[config.mk]
export PLATFORM = sky130hd
export DESIGN_NAME = pkt_rx_wordbuf
export DESIGN_NICKNAME = d
export VERILOG_FILES = /design/src/rtl/pkt_rx_pkg.sv /design/src/rtl/pkt_rx_packer.sv /design/src/rtl/pkt_rx_store.sv /design/src/rtl/pkt_rx_wordbuf.sv
export SDC_FILE = /design/constraint.sdc
export NUM_CORES = 1
export LEC_CHECK = 0
export ABC_AREA = 0
export BUFFER_PORTS_ARGS = -buffer_cell sky130_fd_sc_hd__buf_2
export CAP_MARGIN = 20
export CORE_MARGIN = 1.5
export CORE_UTILIZATION = 55
export DETAILED_ROUTE_END_ITERATION = 16
export PLACE_DENSITY = 0.74
export REMOVE_ABC_BUFFERS = 1
export SKIP_LAST_GASP = 1
export SLEW_MARGIN = 40
export SYNTH_ARGS = -nofsm -noshare
export SYNTH_HDL_FRONTEND = slang
export SYNTH_SLANG_ARGS = --single-unit
[constraint.sdc]
create_clock -name clk -period 4.3 [get_ports clk]
set_clock_uncertainty 0.05 [all_clocks]
set_input_delay 0.43 -clock clk [delete_from_list [all_inputs] [get_ports clk]]
set_output_delay 0.43 -clock clk [all_outputs]
set_load 0.005 [all_outputs]
[src/rtl/pkt_rx_pkg.sv]
// Package: shared types for the packet receive word buffer.
// Assumes a fixed 32-bit host word made of four bytes.
package pkt_rx_pkg;
    localparam int WORD_W = 32;
    localparam int BYTE_W = 8;

    // One stored word with its end-of-packet mark and byte-count code.
    typedef struct packed {
        logic              last;
        logic [1:0]        len;
        logic [WORD_W-1:0] data;
    } rx_entry_t;
endpackage

[src/rtl/pkt_rx_packer.sv]
// Module: byte-to-word packer.
// It collects bytes little-endian into a 32-bit word and requests a push
// when the word fills or the packet ends. It asks for a rollback of the
// open packet on an abort, on an overflow, or on a start arriving mid-packet.
// Assumes the store reports `full` for the speculative (uncommitted) count.
module pkt_rx_packer
    import pkt_rx_pkg::*;
(
    input  logic              clk,
    input  logic              rst_n,
    input  logic              in_valid,
    input  logic [BYTE_W-1:0] in_byte,
    input  logic              in_sop,
    input  logic              in_eop,
    input  logic              in_abort,
    input  logic              full,
    output logic              push,
    output rx_entry_t         push_ent,
    output logic              discard,
    output logic              abort_evt
);
    logic [WORD_W-1:0] acc_q;
    logic [1:0]        cnt_q;
    logic              active_q;

    logic              take;
    logic [1:0]        pos;
    logic [WORD_W-1:0] merged;
    logic              need;
    logic              ovf;

    // Work out where the byte lands and whether a word leaves this cycle.
    always_comb begin
        take    = in_valid && !in_abort && (in_sop || active_q);
        pos     = in_sop ? 2'd0 : cnt_q;
        merged  = ((in_sop || cnt_q == 2'd0) ? '0 : acc_q)
                | ({{(WORD_W-BYTE_W){1'b0}}, in_byte} << {pos, 3'b000});
        need    = take && (pos == 2'd3 || in_eop);
        push    = need && !full;
        ovf     = need && full;
        discard = in_abort || ovf || (take && in_sop && active_q);
        abort_evt = in_abort || ovf;
        push_ent.last = in_eop;
        push_ent.len  = pos;
        push_ent.data = merged;
    end

    // Keep the partial word, the byte position and the in-packet state.
    always_ff @(posedge clk) begin
        if (!rst_n) begin
            acc_q    <= '0;
            cnt_q    <= '0;
            active_q <= 1'b0;
        end else if (abort_evt) begin
            acc_q    <= '0;
            cnt_q    <= '0;
            active_q <= 1'b0;
        end else if (take) begin
            if (need) begin
                acc_q    <= '0;
                cnt_q    <= '0;
                active_q <= !in_eop;
            end else begin
                acc_q    <= merged;
                cnt_q    <= pos + 2'd1;
                active_q <= 1'b1;
            end
        end
    end


    abort_closes_chk: assert property (@(posedge clk) disable iff (!rst_n)
        in_abort |=> (!active_q && cnt_q == 2'd0));


    ovf_closes_chk: assert property (@(posedge clk) disable iff (!rst_n)
        ovf |=> !active_q);


    idle_empty_chk: assert property (@(posedge clk) disable iff (!rst_n)
        !active_q |-> (cnt_q == 2'd0));
endmodule

[src/rtl/pkt_rx_store.sv]
// Module: word store with speculative write, commit and read pointers.
// Pushed words stay hidden until the word carrying the end mark is written.
// A discard rolls the write pointer back to the last commit point.
// Assumes the packer never pushes when `full` is high.
module pkt_rx_store
    import pkt_rx_pkg::*;
#(
    parameter int DEPTH = 16,
    localparam int AW = $clog2(DEPTH),
    localparam int PW = AW + 1
)(
    input  logic      clk,
    input  logic      rst_n,
    input  logic      push,
    input  rx_entry_t push_ent,
    input  logic      discard,
    input  logic      pop,
    output logic      full,
    output logic [PW-1:0] avail,
    output rx_entry_t head,
    output logic      eop_pend
);
    rx_entry_t      mem [DEPTH];
    logic [PW-1:0]  wr_ptr, cm_ptr, rd_ptr;
    logic [PW-1:0]  eop_cnt;
    logic [PW-1:0]  base;
    logic           do_pop;

    // Derive occupancy, head view and the effective write base.
    always_comb begin
        base     = discard ? cm_ptr : wr_ptr;
        full     = (wr_ptr - rd_ptr) == PW'(DEPTH);
        avail    = cm_ptr - rd_ptr;
        head     = mem[rd_ptr[AW-1:0]];
        eop_pend = eop_cnt != '0;
        do_pop   = pop && (avail != '0);
    end

    // Write the storage array.
    always_ff @(posedge clk) begin
        if (push)
            mem[base[AW-1:0]] <= push_ent;
    end

    // Move the write, commit and read pointers.
    always_ff @(posedge clk) begin
        if (!rst_n) begin
            wr_ptr <= '0;
            cm_ptr <= '0;
            rd_ptr <= '0;
        end else begin
            if (push) begin
                wr_ptr <= base + PW'(1);
                if (push_ent.last)
                    cm_ptr <= base + PW'(1);
            end else if (discard) begin
                wr_ptr <= cm_ptr;
            end
            if (do_pop)
                rd_ptr <= rd_ptr + PW'(1);
        end
    end

    // Count final words present in the buffer.
    always_ff @(posedge clk) begin
        if (!rst_n)
            eop_cnt <= '0;
        else
            eop_cnt <= eop_cnt + PW'(push && push_ent.last)
                               - PW'(do_pop && head.last);
    end


    no_overflow_chk: assert property (@(posedge clk) disable iff (!rst_n)
        (wr_ptr - rd_ptr) <= PW'(DEPTH));


    commit_behind_write_chk: assert property (@(posedge clk) disable iff (!rst_n)
        (cm_ptr - rd_ptr) <= (wr_ptr - rd_ptr));


    empty_pop_chk: assert property (@(posedge clk) disable iff (!rst_n)
        (pop && avail == '0) |=> $stable(rd_ptr));


    eop_bound_chk: assert property (@(posedge clk) disable iff (!rst_n)
        eop_cnt <= avail);
endmodule

[src/rtl/pkt_rx_wordbuf.sv]
// Module: top of the packet receive word buffer.
// It joins the packer and the store, holds the sticky abort flag and forms
// the host status word and the head data view.
// Assumes one byte at most per cycle from an upstream framer.
module pkt_rx_wordbuf
    import pkt_rx_pkg::*;
#(
    parameter int DEPTH       = 16,
    parameter int BLOCK_WORDS = 8,
    localparam int PW = $clog2(DEPTH) + 1
)(
    input  logic        clk,
    input  logic        rst_n,
    input  logic        in_valid,
    input  logic [7:0]  in_byte,
    input  logic        in_sop,
    input  logic        in_eop,
    input  logic        in_abort,
    input  logic        stat_rd,
    output logic [31:0] stat_word,
    input  logic        rd_pop,
    output logic [31:0] rd_data
);
    logic          full, push, discard, abort_evt, eop_pend;
    rx_entry_t     push_ent, head;
    logic [PW-1:0] avail;
    logic          abort_q;
    logic          rdy, blk, nxt_last;

    pkt_rx_packer u_packer (
        .clk       (clk),
        .rst_n     (rst_n),
        .in_valid  (in_valid),
        .in_byte   (in_byte),
        .in_sop    (in_sop),
        .in_eop    (in_eop),
        .in_abort  (in_abort),
        .full      (full),
        .push      (push),
        .push_ent  (push_ent),
        .discard   (discard),
        .abort_evt (abort_evt)
    );

    pkt_rx_store #(.DEPTH(DEPTH)) u_store (
        .clk      (clk),
        .rst_n    (rst_n),
        .push     (push),
        .push_ent (push_ent),
        .discard  (discard),
        .pop      (rd_pop),
        .full     (full),
        .avail    (avail),
        .head     (head),
        .eop_pend (eop_pend)
    );

    // Sticky abort flag: a new event wins over the clearing status read.
    always_ff @(posedge clk) begin
        if (!rst_n)
            abort_q <= 1'b0;
        else if (abort_evt)
            abort_q <= 1'b1;
        else if (stat_rd)
            abort_q <= 1'b0;
    end

    // Assemble the status word and the head data view.
    always_comb begin
        rdy       = avail != '0;
        blk       = avail >= PW'(BLOCK_WORDS);
        nxt_last  = rdy && head.last;
        stat_word = {25'b0, blk, eop_pend,
                     nxt_last ? head.len : 2'b00,
                     abort_q, nxt_last, rdy};
        rd_data   = rdy ? head.data : '0;
    end


    blk_implies_rdy_chk: assert property (@(posedge clk) disable iff (!rst_n)
        stat_word[6] |-> stat_word[0]);


    nxt_implies_end_chk: assert property (@(posedge clk) disable iff (!rst_n)
        stat_word[1] |-> stat_word[5]);


    abort_sticky_chk: assert property (@(posedge clk) disable iff (!rst_n)
        (stat_word[2] && !stat_rd) |=> stat_word[2]);


    abort_sets_chk: assert property (@(posedge clk) disable iff (!rst_n)
        in_abort |=> stat_word[2]);


    empty_data_chk: assert property (@(posedge clk) disable iff (!rst_n)
        !stat_word[0] |-> rd_data == 32'h0);
endmodule

* Yosys cells after proc, flatten, opt, wreduce, memory -nomap -nowiden *
Memory sizes are Yosys's and may differ from the RTL's. A register that Yosys moved wholly into a read port is not among the register bits.
Cells that the tools add are included.

word-level totals
  bits in registers = 56
  memory bits (writable) = 560
  output and inout port bits = 64
  memories kept = 1

cells by class
  add/sub/neg operators = 7
  order comparisons = 1
  equal/unequal tests = 2
  shift-type cells = 1
  muxes and demuxes = 15
  bitwise operators = 2
  reduce and logical (&&, ||, !) cells = 25

memory list
  name         words  bits a word  read ports  clocked after Yosys merged registers in  write ports  RTL line            source
  u_store.mem  16     35           1           1                                        1            pkt_rx_store.sv:23  rx_entry_t mem [DEPTH];

operators by type and width
  cell                 number
  $mux 32              3
  $or 32x32->32        1
  $shl 8x5->32         1
  $logic_and 1x1->1    11
  $add 5x1->5 const B  2
  $mux 5               2
  $reduce_bool 5->1    2
  $sub 5x5->5          2
  $mux 4               2
  $mux 2               3
  $add 5x1->5          1
  $eq 5x5->1 const B   1
  $ge 5x4->1 const B   1
  $logic_or 1x1->1     5
  $mux 1               5
  $sub 5x1->5          1
  $logic_not 1->1      3
  $add 2x1->2 const B  1
  $eq 2x2->1 const B   1
  $logic_not 2->1      1
  $reduce_and 2->1     1
  $reduce_bool 2->1    1
  $reduce_or 2->1      1
  $not 1->1            1

* Longest topological paths before layout *
  depth in word-level cells = 10
  depth in mapped cells = 16

* By module *
From an unflattened synthesis, not the netlist that was laid out.

second synthesis, totals
  cells, all modules = 1298
  area, all modules = 25139.1 um^2

modules (own cells, without submodules)
  module          times used  cells an instance  area an instance (um^2)  sequential area each (um^2)
  pkt_rx_store    1           979                22679.3                  17296.6
  pkt_rx_packer   1           238                1851.8                   700.7
  pkt_rx_wordbuf  1           81                 608.1                    20.0

* Worst setup path after synthesis *
Ideal clock, no wire load.

  path kind = flip-flop to flip-flop
  from = register u_packer.cnt_q[1]
  to = memory u_store.mem[7][0] (netlist bit) (enable)
  library setup time = 0.431 ns
  data arrival time = 4.245 ns
  data required time = 3.819 ns
  path slack = -0.426 ns
  stages on the path, launching flop included = 14
  buffers on the path = 1
  clock period less this slack = 4.726 ns
  cells stage by stage = dfxtp_1 clkinv_1 nor2_1 ha_1 nor2_1 nor3_1 and2_4 a21boi_2 buf_6 mux2i_4 inv_1 ha_1 nand2_1 nor2b_1

RTL lines
  item                      RTL line             source
  start: declaration        pkt_rx_packer.sv:23  logic [1:0] cnt_q;
  start signal: assignment  pkt_rx_packer.sv:65  cnt_q <= pos + 2'd1;
  end: declaration          pkt_rx_store.sv:23

==> flow_summary.yaml <==
status:
  status: "finished, final reports clean"
routing:
  drtIter0Drc: 1205
  drt-total-wl_mm: 53.41
  drc: 0
  wl_per_cell_um: 26.92
  ant_nets: 0
  viasPerCell: 6.188
  met3WireLength_mm: 3.997
  drtPass1Iterations: 5
  vias: 12280
  wl_met1_mm: 21.41
  top_layer: "met5"
  wl_met2_mm: 26.32
yosys:
  yosys.area_share.adder: 0.01089
  yosys.area.top_type: "edfxtp_1"
  async_reset_ff_frac: 0
  yosys_register_bits: 620
  synth.area.top_cells: "edfxtp_1, mux4_2, dfxtp_1"
  ys_warn_count: 0
  synthMuxAreaShare: 0.1662
  synth_edf_count: 560
  ys_seq_area_frac: 0.7261
  ys.flop_type: "edfxtp_1"
  yosys.area_share.xor_xnor: 0.004236
  yosysTopAreaCellShare: 0.6777
  synth_top_family_by_area: "multiplexers"
  synth_cells: 1250
  synth.avg_cell_area_um2: 19.85
  synth_compound_area_frac: 0.02804
  synth_cell_types: 55
  yosys.area_share.simple: 0.03923
  syn_area_mm2: 0.02481
global_routing:
  grt_overflow: 0
  grt_pass1_vias: 12650
  grt_pass1_wl_mm: 79.74
  grt.total_usage: 0.2361
  antenna_found_initial: 1
  grt_max_degree: 65
setup_path:
  r2r-end: "u_store.eop_cnt[4]"
  crit_type: "reg2out"
  worst-path-max-fanout: 43
  reg2reg_from: "u_store.cm_ptr[3]"
  crit_required_ps: 3820
  startpoint_type: "flip-flop"
  crit_arrival_ps: 3500
  rrSetupSlack_ps: 670
  endpoint: "rd_data[27]"
  reg2regPathDepth: 14
  end_kind: "output port"
clock_tree:
  hold_buffers: 0
  cts_max_path_buffers: 3
  cts_buffers: 58
  cts.reportedPaths.clkPinSlew_ps: 60
  cts.sinks: 620
  insertion_delay_ps: 600
  root_buffer: "clkbuf_16"
  htree_levels: 2
  cts_setup_buffers: 0
  cts_tree: "yes"
floorplan:
  coreArea_mm2: 0.04441
  ios: 80
  die_w_um: 215.4
  num_rows: 77
  die_area_mm2: 0.04640
  die_h_um: 215.4
  start_util: 0.5587
power:
  p_per_area_mw_per_mm2: 477.8
  p_seq_frac: 0.497
  total_power_mw: 13.29
  internal_power_mw: 10.20
  swShare: 0.2324
  p_switching_mw: 3.089
  irDropWorstVdd_uv: 358.1
  leakage_nw: 9.561
  clkPwrFrac: 0.366
  power_frac_comb: 0.138
placed_design:
  place.gp.congestion: 0.8285
  dpl_cell_area_mm2: 0.02600
  detailed_place_hpwl_mm: 29.11
  io_buffers: 54
  dp_cells: 1876
cells_and_area:
  most-common-layout-cells: "edfxtp_1, mux4_2, clkbuf_16"
  seq_area_mm2: 0.01803
  multiInputGateArea_mm2: 0.006454
  final_cells: 1984
  antenna_cells: 0
  fin_area_mm2: 0.02782
  fillers: 3008
  area_growth_pct: 12.11
  layout.nets: 1381
  layout.cells.most_common: "edfxtp_1"
  fin_util: 0.6263
  final_layout_size_suffix_gt1_frac: 0.3032
sta:
  fmax_mhz: 251.3
  maxSlewHeadroom: 0.4550
  hold_violations: 0
  finalCritPeriodShare: 0.9254
  rsz0062_at_grt: "false"
  setup_viol: 0
  tightest_slew_ps: 817.4
  maxSlewViolCount: 0
  fin_crit_ps: 3979
  hold_ws_ps: 58.09
job:
  cap_violations: 0
worst_hold_path:
  min_path_type: "in2reg"
## worst min-delay path by stage
stage / startpoint / end / slack, ps / cells past startpoint
2_1_floorplan: abort_q / abort_q / 420 / 2
3_3_place_gp: abort_q / abort_q / 420 / 2
3_5_place_dp: abort_q / abort_q / 440 / 2
4_1_cts: stat_rd / abort_q / 30 / 3
5_1_grt: stat_rd / abort_q / 90 / 3
6_report: stat_rd / abort_q / 60 / 3
## critical path, cell delays in order (launching register included)
cell,delay (ps)
dfxtp_4,400
buf_4,460
buf_6,570
mux4_2,600
mux4_2,490
nor2b_1,150
buf_2,150
## area by class of cell
type | instances | share of cell area
timing repair buffer | 103 | 0.02586
multi-input combinational | 540 | 0.2320
inverter | 21 | 0.002834
clock inverter | 24 | 0.006972
clock buffer | 84 | 0.05753
sequential | 620 | 0.6482
tap | 592 | 0.02663
## layer usage
metal | vias to the layer above | track usage
met3 | 114 | 0.03805
met1 | 6417 | 0.3302
met5 | - | 0
li1 | 5207 | -
met4 | 2 | 0.08135
met2 | 537 | 0.3835
## cell families after synthesis
family | count (synthesis)
simple gates | 193
mux | 190
other cells | 1
flops | 620
compound gates | 99
buf+inv | 114
xor+xnor | 12
fa+ha+maj | 21
## Yosys cell counts, types with 2 or more instances
| cell | number |
|---|---|
| dfxtp_1 | 60 |
| nor2b_1 | 45 |
| mux4_2 | 175 |
| nor2_1 | 78 |
| edfxtp_1 | 560 |
| mux2_4 | 2 |
| a32oi_1 | 2 |
| nand2b_1 | 5 |
| buf_6 | 3 |
| inv_1 | 19 |
| and3_1 | 5 |
| o211a_1 | 4 |
| a21boi_0 | 3 |
| ha_1 | 20 |
| a21o_1 | 2 |
| a21oi_1 | 25 |
| nand2_1 | 15 |
| nand3b_1 | 6 |
| buf_1 | 9 |
| xnor2_1 | 8 |
| a21boi_2 | 2 |
| nand3_1 | 8 |
| buf_2 | 6 |
| nor3_1 | 8 |
| mux2i_1 | 4 |
| o21ai_0 | 6 |
| a22oi_1 | 42 |
| and2_1 | 13 |
| mux2_2 | 8 |
| xor2_1 | 4 |
| or3_1 | 6 |
| buf_4 | 44 |
| clkbuf_1 | 31 |
## flip-flops by register name, summed over array words and instances (netlist names), named ones only
| signal | cells |
|---|---|
| u_store.wr_ptr | 5 |
| u_packer.acc_q | 32 |
| u_store.mem | 560 |
| u_store.rd_ptr | 5 |
| abort_q | 1 |
| u_store.eop_cnt | 5 |
| u_packer.cnt_q | 2 |
| u_packer.active_q | 1 |
| u_store.cm_ptr | 5 |
## power groups by stage
stage               combinational, mW  sequential, mW  clock, mW
floorplan                        1.27            6.94          0
global placement                 1.84            6.73          0
detailed placement               1.86            6.73          0
CTS                              1.88            6.60       4.94
global route                     2.00            6.60       5.16
finish                           1.83            6.60       4.86
## metrics by stage
stage	TNS, ps	worst slack, ps
after floorplan	-287640	-4696
after global placement	0	568.9
after detailed placement	0	555.7
after CTS	0	82.99
after global routing	0	102.3
final	0	321.0
## repair_timing
item / CTS / global route
pin swaps: 0 / 0
resized for setup: 1 / 1
endpoints found under the setup margin: 9 / 3
Note: power is estimated with default switching activity, not from simulation.
